## src/rtl/lpddr_init_pkg.sv

```systemverilog
package lpddr_init_pkg;

  typedef enum logic [3:0] {
    ST_PWRUP    = 4'd0,
    ST_ISS_PRE  = 4'd1,
    ST_WAIT_RP  = 4'd2,
    ST_ISS_REF1 = 4'd3,
    ST_WAIT_RF1 = 4'd4,
    ST_ISS_REF2 = 4'd5,
    ST_WAIT_RF2 = 4'd6,
    ST_ISS_MODE = 4'd7,
    ST_WAIT_MD1 = 4'd8,
    ST_ISS_EXT  = 4'd9,
    ST_WAIT_MD2 = 4'd10,
    ST_READY    = 4'd11
  } init_state_t;

  // {cs_n, ras_n, cas_n, we_n}
  localparam logic [3:0] CMD_NOP  = 4'b0111;
  localparam logic [3:0] CMD_PRE  = 4'b0010;
  localparam logic [3:0] CMD_REF  = 4'b0001;
  localparam logic [3:0] CMD_LOAD = 4'b0000;

  localparam logic [1:0] BANK_MODE = 2'b00;
  localparam logic [1:0] BANK_EXT  = 2'b10;

endpackage

```

## src/rtl/lpddr_init_timer.sv

```systemverilog
module lpddr_init_timer #(
  parameter int CNT_W   = 8,
  parameter int RST_VAL = 2
) (
  input  logic             clk,
  input  logic             rst_n,
  input  logic             load,
  input  logic [CNT_W-1:0] load_val,
  output logic             expired
);

  logic [CNT_W-1:0] cnt_q;
  logic [CNT_W-1:0] cnt_d;
  logic             cnt_en;

  // Reload on a command issue, otherwise count down and stop at zero.
  always_comb begin
    cnt_en = load | (cnt_q != '0);
    cnt_d  = load ? load_val : (cnt_q - 1'b1);
  end

  always_ff @(posedge clk or negedge rst_n) begin
    if (!rst_n) begin
      cnt_q <= CNT_W'(RST_VAL);
    end else if (cnt_en) begin
      cnt_q <= cnt_d;
    end
  end

  // A wait state leaves on the cycle that the count reaches one, so the next
  // command lands exactly the loaded value + 1 edges after its predecessor.
  assign expired = (cnt_q <= CNT_W'(1));

endmodule

```

## src/rtl/lpddr_init_fsm.sv

```systemverilog
module lpddr_init_fsm
  import lpddr_init_pkg::*;
#(
  parameter int CNT_W = 8,
  parameter int T_RP  = 3,
  parameter int T_RFC = 10,
  parameter int T_MRD = 2
) (
  input  logic             clk,
  input  logic             rst_n,
  input  logic             expired,
  output init_state_t      state,
  output logic             tmr_load,
  output logic [CNT_W-1:0] tmr_val
);

  localparam logic [CNT_W-1:0] GAP_RP  = CNT_W'(T_RP - 1);
  localparam logic [CNT_W-1:0] GAP_RFC = CNT_W'(T_RFC - 1);
  localparam logic [CNT_W-1:0] GAP_MRD = CNT_W'(T_MRD - 1);

  init_state_t state_q;
  init_state_t state_d;

  always_comb begin
    state_d  = state_q;
    tmr_load = 1'b0;
    tmr_val  = '0;
    unique case (state_q)
      ST_PWRUP:    if (expired) state_d = ST_ISS_PRE;
      ST_ISS_PRE:  begin tmr_load = 1'b1; tmr_val = GAP_RP;  state_d = ST_WAIT_RP;  end
      ST_WAIT_RP:  if (expired) state_d = ST_ISS_REF1;
      ST_ISS_REF1: begin tmr_load = 1'b1; tmr_val = GAP_RFC; state_d = ST_WAIT_RF1; end
      ST_WAIT_RF1: if (expired) state_d = ST_ISS_REF2;
      ST_ISS_REF2: begin tmr_load = 1'b1; tmr_val = GAP_RFC; state_d = ST_WAIT_RF2; end
      ST_WAIT_RF2: if (expired) state_d = ST_ISS_MODE;
      ST_ISS_MODE: begin tmr_load = 1'b1; tmr_val = GAP_MRD; state_d = ST_WAIT_MD1; end
      ST_WAIT_MD1: if (expired) state_d = ST_ISS_EXT;
      ST_ISS_EXT:  begin tmr_load = 1'b1; tmr_val = GAP_MRD; state_d = ST_WAIT_MD2; end
      ST_WAIT_MD2: if (expired) state_d = ST_READY;
      ST_READY:    state_d = ST_READY;
      default:     state_d = ST_PWRUP;
    endcase
  end

  always_ff @(posedge clk or negedge rst_n) begin
    if (!rst_n) begin
      state_q <= ST_PWRUP;
    end else begin
      state_q <= state_d;
    end
  end

  assign state = state_q;

endmodule

```

## src/rtl/lpddr_init_cmd.sv

```systemverilog
module lpddr_init_cmd
  import lpddr_init_pkg::*;
#(
  parameter int ADDR_W = 13
) (
  input  logic              clk,
  input  logic              rst_n,
  input  init_state_t       state,
  input  logic [2:0]        cfg_burst_len,
  input  logic              cfg_burst_type,
  input  logic [2:0]        cfg_cas_lat,
  input  logic [ADDR_W-1:0] cfg_ext_mode,
  output logic              cke,
  output logic [3:0]        cmd,
  output logic [1:0]        ba,
  output logic [ADDR_W-1:0] addr,
  output logic              ready
);

  localparam int MODE_W = 7;
  localparam int AP_BIT = 10;

  logic [ADDR_W-1:0] mode_op;
  logic [ADDR_W-1:0] pre_all;
  logic              cke_q;

  always_comb begin
    mode_op = '0;
    mode_op[MODE_W-1:0] = {cfg_cas_lat, cfg_burst_type, cfg_burst_len};
    pre_all = '0;
    pre_all[AP_BIT] = 1'b1;
  end

  always_comb begin
    cmd  = CMD_NOP;
    ba   = 2'b00;
    addr = '0;
    unique case (state)
      ST_ISS_PRE:  begin cmd = CMD_PRE; addr = pre_all; end
      ST_ISS_REF1,
      ST_ISS_REF2: cmd = CMD_REF;
      ST_ISS_MODE: begin cmd = CMD_LOAD; ba = BANK_MODE; addr = mode_op; end
      ST_ISS_EXT:  begin cmd = CMD_LOAD; ba = BANK_EXT;  addr = cfg_ext_mode; end
      default:     cmd = CMD_NOP;
    endcase
  end

  always_ff @(posedge clk or negedge rst_n) begin
    if (!rst_n) begin
      cke_q <= 1'b0;
    end else begin
      cke_q <= 1'b1;
    end
  end

  assign cke   = cke_q;
  assign ready = (state == ST_READY);

endmodule

```

## src/rtl/lpddr_init_seq.sv

```systemverilog
module lpddr_init_seq
  import lpddr_init_pkg::*;
#(
  parameter int ADDR_W  = 13,
  parameter int T_PWRUP = 25000,
  parameter int T_RP    = 3,
  parameter int T_RFC   = 10,
  parameter int T_MRD   = 2
) (
  input  logic              clk,
  input  logic              rst_n,
  input  logic [2:0]        cfg_burst_len,
  input  logic              cfg_burst_type,
  input  logic [2:0]        cfg_cas_lat,
  input  logic [ADDR_W-1:0] cfg_ext_mode,
  output logic              cke,
  output logic              cs_n,
  output logic              ras_n,
  output logic              cas_n,
  output logic              we_n,
  output logic [1:0]        ba,
  output logic [ADDR_W-1:0] addr,
  output logic              dq_oe,
  output logic              init_done
);

  localparam int GAP_MAX = (T_RP > T_RFC) ? ((T_RP > T_MRD) ? T_RP : T_MRD)
                                          : ((T_RFC > T_MRD) ? T_RFC : T_MRD);
  localparam int CNT_MAX = (T_PWRUP > GAP_MAX) ? T_PWRUP : GAP_MAX;
  localparam int CNT_W   = $clog2(CNT_MAX + 1);

  init_state_t      state;
  logic             expired;
  logic             tmr_load;
  logic [CNT_W-1:0] tmr_val;
  logic [3:0]       cmd;
  logic             ready;

  lpddr_init_timer #(.CNT_W(CNT_W), .RST_VAL(T_PWRUP)) u_timer (
    .clk      (clk),
    .rst_n    (rst_n),
    .load     (tmr_load),
    .load_val (tmr_val),
    .expired  (expired)
  );

  lpddr_init_fsm #(.CNT_W(CNT_W), .T_RP(T_RP), .T_RFC(T_RFC), .T_MRD(T_MRD)) u_fsm (
    .clk      (clk),
    .rst_n    (rst_n),
    .expired  (expired),
    .state    (state),
    .tmr_load (tmr_load),
    .tmr_val  (tmr_val)
  );

  lpddr_init_cmd #(.ADDR_W(ADDR_W)) u_cmd (
    .clk            (clk),
    .rst_n          (rst_n),
    .state          (state),
    .cfg_burst_len  (cfg_burst_len),
    .cfg_burst_type (cfg_burst_type),
    .cfg_cas_lat    (cfg_cas_lat),
    .cfg_ext_mode   (cfg_ext_mode),
    .cke            (cke),
    .cmd            (cmd),
    .ba             (ba),
    .addr           (addr),
    .ready          (ready)
  );

  assign {cs_n, ras_n, cas_n, we_n} = cmd;
  assign init_done = ready;
  assign dq_oe     = ready;

endmodule

```

## config.mk

```make
export PLATFORM = sky130hd
export DESIGN_NAME = lpddr_init_seq
export DESIGN_NICKNAME = d
export VERILOG_FILES = /design/src/rtl/lpddr_init_pkg.sv /design/src/rtl/lpddr_init_timer.sv /design/src/rtl/lpddr_init_fsm.sv /design/src/rtl/lpddr_init_cmd.sv /design/src/rtl/lpddr_init_seq.sv
export SDC_FILE = /design/constraint.sdc
export NUM_CORES = 1
export LEC_CHECK = 0
export ABC_AREA = 1
export BUFFER_PORTS_ARGS = -buffer_cell sky130_fd_sc_hd__buf_2
export CORE_UTILIZATION = 45
export DETAILED_ROUTE_END_ITERATION = 7
export PLACE_DENSITY_LB_ADDON = 0.1
export SLEW_MARGIN = 10
export SYNTH_ARGS = -nofsm -noshare
export SYNTH_HDL_FRONTEND = slang
export SYNTH_SLANG_ARGS = --single-unit
```

## constraint.sdc

```tcl
create_clock -name clk -period 2.1 [get_ports clk]
set_clock_uncertainty 0.2 [all_clocks]
set_input_delay 0.21 -clock clk [delete_from_list [all_inputs] [get_ports clk]]
set_output_delay 0.21 -clock clk [all_outputs]
set_load 0.02 [all_outputs]
```

# Word level (Yosys, flattened, before mapping)
# Cells that the tools add are included.
[word_totals] reg_bits=20 input_bits=22 out_inout_bits=22 elab_cells=42
[classes] addsub=1 n_lt_le_gt_ge=1 n_eq_ne=17 muxes=13 n_bitwise=1 reduce_logical=6
[ops] operator="4-bit one-hot mux with 12 select lines" n=1
[ops] operator="13-bit one-hot mux with 3 select lines" n=1
[ops] operator="4-bit two-way mux" n=6
[ops] operator="4-bit by 3-bit == test with 1-bit output (second input constant)" n=4
[ops] operator="4-bit == test (second input constant)" n=4
[ops] operator="15-bit by 1-bit less-or-equal comparator with 1-bit output (second input constant)" n=1
[ops] operator="15-bit two-way mux" n=1
[ops] operator="15-bit nonzero test" n=1
[ops] operator="15-bit by 1-bit subtractor with 15-bit output (second input constant)" n=1
[ops] operator="2-bit inequality test (second input constant)" n=6
[ops] operator="4-bit one-hot mux with 3 select lines" n=1
[ops] operator="3-bit one-hot mux with 3 select lines" n=1
[ops] operator="4-bit by 2-bit == test with 1-bit output (second input constant)" n=2
[ops] operator="6-bit AND reduction" n=1
[ops] operator="5-bit OR reduction" n=1
[ops] operator="4-bit by 1-bit == test with 1-bit output (second input constant)" n=1
[ops] operator="4-bit zero test" n=1
[ops] operator="2-bit OR reduction" n=2
[ops] operator="2-bit two-way mux" n=1
[ops] operator="1-bit two-way mux" n=1
[ops] operator="1-bit OR" n=1

# Longest topological paths before layout
[logic_depth] word_depth=4 ltp_mapped=9 ltp_nobuf=9

# By module
# From an unflattened synthesis, not the netlist that was laid out.
[unflattened] hier_cells=258 area_unflattened_um2=1676.6
[by_module_without_submodules] mod="lpddr_init_timer" n_inst=1 cells_each=156 area_per_inst_um2=1062.3 seq_area_each_um2=382.9
[by_module_without_submodules] mod="lpddr_init_fsm" n_inst=1 cells_each=41 area_per_inst_um2=304.0 seq_area_each_um2=100.1
[by_module_without_submodules] mod="lpddr_init_cmd" n_inst=1 cells_each=60 area_per_inst_um2=302.8 seq_area_each_um2=25.0
[by_module_without_submodules] mod="lpddr_init_seq" n_inst=1 cells_each=1 area_per_inst_um2=7.5 seq_area_each_um2=0.0

# Worst setup path before layout
# Ideal clock, no wire load.
[synth_timing] path_kind="flip-flop to output port" startpoint="reg u_fsm.state_q[3] (netlist: u_fsm.state[3])" endpoint="out addr[0]" arrival_ps=1240 t_required_ps=1690 slack_ps=450 stages_incl_launch_ff=6 path_buffers=0 path_cell_list="dfrtp_1 -> nand2_2 -> inv_2 -> nand2_8 -> clkinv_1 -> a22o_1"
[synth_via] elab_chain_len=2 elab_cells_between_ends=4 cone_classes="eq/ne: 3; mux: 1"
[synth_lines] item="start, declared" line_no="lpddr_init_fsm.sv:21" source="init_state_t state_q;"
[synth_lines] item="start signal, assigned" line_no="lpddr_init_fsm.sv:49" source="state_q <= state_d;"
[synth_lines] item="4-bit == test (tied with other cells)" line_no="lpddr_init_cmd.sv:38" source="unique case (state)"
[synth_lines] item="13-bit one-hot mux with 3 select lines *" line_no="lpddr_init_cmd.sv:38"
[synth_lines] item="end, declared" line_no="lpddr_init_seq.sv:22" source="output logic [ADDR_W-1:0] addr,"
# Mark *: on every way between the ends. The rest lies on a longest branch, timed or not.

# Final worst setup path
[layout_timing] startpoint="reg u_fsm.state_q[3] (netlist: u_fsm.state[3])" endpoint="out addr[5]"
# Same word-level chain as after synthesis.

==> results.py <==
metrics = {
    "outcome": {
        "outcome": "complete, but fails checks",
        "violations": "DRC",
    },
    "grt": {
        "grt_max_degree": 21,
        "grt_pass1_wl_mm": 4.995,
        "grtUsageTotal": 0.1867,
        "grt_pass1_vias": 1111,
        "antenna_found_initial": 0,
        "grt_overflow_total": 0,
    },
    "placement": {
        "globalplace.congestion": 0.8667,
        "dp_hpwl_mm": 2.642,
        "io_buffers": 41,
    },
    "synth": {
        "synth_edf_count": 0,
        "async_flop_share": 1.000,
        "syn_inst": 214,
        "synthXorXnorAreaFrac": 0.01159,
        "synthAdderAreaFrac": 0.02483,
        "synthFlopType": "dfrtp_1",
        "synth_top_area_share": 0.2318,
        "avgSynthCellArea_um2": 7.063,
        "synth_compound_area_frac": 0.05877,
        "synth_top_family_by_area": "simple AND/OR/NAND/NOR gates",
        "yosys_warnings": 0,
        "ys_seq_elements": 20,
        "synth-simple-area-share": 0.4553,
        "ys_seq_area_frac": 0.3361,
        "syn_area_mm2": 0.001511,
        "synthMuxAreaShare": 0,
        "synth.area.top_cells": "dfrtp_1 (23%), nand2_1 (14%), dfstp_2 (10%)",
        "synth_top_cell_by_area": "dfrtp_1",
        "ys_types": 29,
    },
    "detailed_routing": {
        "wl_per_cell_um": 11.01,
        "avgViaCountPerCell": 4.612,
        "vias": 1416,
        "ant_nets": 0,
        "drt-total-wl_mm": 3.381,
        "firstDrtPassIters": 8,
        "drcViolationCount": 5,
        "drt_iter0_markers": 53,
    },
    "critical_path": {
        "critPathKind": "flip-flop to output pin",
        "cp.required_ns": 1.69,
        "start_kind": "flip-flop",
        "cp.arrival_ns": 1.56,
        "cp-end-kind": "output pin",
        "path_max_fanout": 9,
    },
    "floorplanning": {
        "initial_core_util": 0.4832,
        "fp.dieArea_mm2": 0.003595,
        "chipWidth_um": 59.96,
        "rows": 20,
        "ios": 44,
        "core_mm2": 0.003128,
        "fp.dieH_um": 59.96,
    },
    "run": {
        "drv_cap": 0,
    },
    "timing": {
        "fin_tns_setup_ns": 0,
        "period_minus_slack_ns": 1.973,
        "max_freq_mhz": 507.0,
        "finalHoldViolations": 0,
        "maxSlewViolCount": 0,
        "setup_viol": 0,
        "hold_slack_ns": 0.1522,
        "rsz0062_at_grt": "false",
        "period_share": 0.9393,
    },
    "power": {
        "power_leakage_nw": 1.124,
        "worst_ir_drop_vdd_mv": 0.2771,
        "power.density_mw_per_mm2": 402.8,
    },
    "clock_network": {
        "clk_pin_slew_ns": 0.13,
        "root_buffer": "clkbuf_4",
        "clock_latency_ns": 0.31,
        "cts_tree": "yes",
        "cts_buffer_depth": 2,
        "h-tree-depth": 1,
        "cts_buffers": 3,
        "cts_sinks": 20,
    },
    "final_layout": {
        "diodes": 0,
        "layout.nets": 289,
        "fin_util": 0.5908,
        "drive_gt1_frac": 0.3612,
        "multi_input_area_um2": 845.8,
        "fill_cells": 302,
        "syn_to_final_growth_pct": 22.27,
        "seq_area_um2": 509.2,
    },
    "hold_path": {
        "hp-class": "input pin to async pin",
    },
}
## worst max-delay path: stages, from the launching register on
cell,delay [ns]
dfrtp_2,0.46
nand2_2,0.12
inv_2,0.07
nand2_8,0.09
clkinvlp_4,0.16
a22o_1,0.20
buf_2,0.15
## sequential cells by signal (all words and copies together), names as in the netlist
name,count
u_fsm.state,4
u_timer.cnt_q,15
u_cmd.cke,1
## synth_stat cells (2+ instances only)
library cell and number:
conb_1 2, xor2_1 2, dfrtp_1 14, nand3_1 13
inv_1 25, nor2_1 39, nor2_2 9, nand2_4 2
nand2_2 9, dfstp_2 6, o21ai_0 2, a22o_1 7
nand3_2 3, inv_2 4, a21oi_1 2, buf_4 3
ha_1 3, or2_2 2, nand4_1 2, nand2_1 56
## area by class of cell
type | instances | area share
multi-input cells | 160 | 0.4577
flip-flops and latches | 20 | 0.2756
repair buffers | 48 | 0.1408
inverters | 31 | 0.06770
well taps | 44 | 0.02979
clock inverters | 1 | 0.01625
clock buffers | 3 | 0.01219
## what timing repair did
item,CTS,global route
setup endpoints to repair,0,9
hold buffers,1,0
buffers inserted,0,5
hold endpoints to repair,20,0
gates resized for setup,0,4
## metrics by stage
stage	setup WS, ns	std cells	instance area, µm²	power, mW
floorplan	0.4495	215	1515	0.4030
global placement	0.3883	297	1740	0.4263
detailed placement	0.3709	297	1740	0.4272
CTS	0.01517	302	1803	0.7483
global route	0.002217	307	1848	0.7711
finish	0.1274	307	1848	0.7444
## metal layers
metal,vias to the layer above,global-route usage,share of wire
met5,-,0,0
met1,627,0.2805,0.48
met3,4,0.03896,0.053
met4,0,0.02990,0.0053
met2,34,0.2778,0.46
li1,751,-,-
## where the power goes
part	leakage, nW	internal [mW]	switching (mW)
Clock	0.0279	0.193	0.130
Combinational	0.857	0.0160	0.0182
Sequential	0.239	0.387	0.000189
## worst paths after layout
| check | cells past startpoint | slack [ns] | end | start |
|---|---|---|---|---|
| min | 2 | 0.15 | u_timer.cnt_q[12] | rst_n |
| max reg2reg | 9 | 0.30 | u_timer.cnt_q[10] | u_fsm.state[1] |
| min in group clk | 2 | 0.39 | u_timer.cnt_q[1] | u_timer.cnt_q[1] |
| min reg2reg | 2 | 0.39 | u_timer.cnt_q[1] | u_timer.cnt_q[1] |
| max | 6 | 0.13 | addr[5] | u_fsm.state[3] |
| max in group asynchronous | 2 | 1.20 | u_timer.cnt_q[3] | rst_n |
## layout by cell type (no fill, tap or decap), types with 3 or more instances in the layout
cell	Yosys	layout
dfrtp_1	14	13
nor2_2	9	10
nand2_2	9	9
buf_4	3	6
inv_1	25	24
dfstp_2	6	6
clkbuf_4	0	3
a22o_1	7	7
buf_2	0	41
nand3_1	13	13
ha_1	3	3
nand3_2	3	3
nand2_1	56	56
inv_2	4	5
conb_1	2	3
nor2_1	39	38
## kinds of logic after synthesis
logic type / Yosys count
buffers and inverters: 35
AO/OA/AOI/OAI: 12
AND/OR/NAND/NOR: 140
adder cells (fa/ha/maj): 3
XOR/XNOR: 2
flip-flops: 20
other: 2
(Power assumes the default switching activity.)
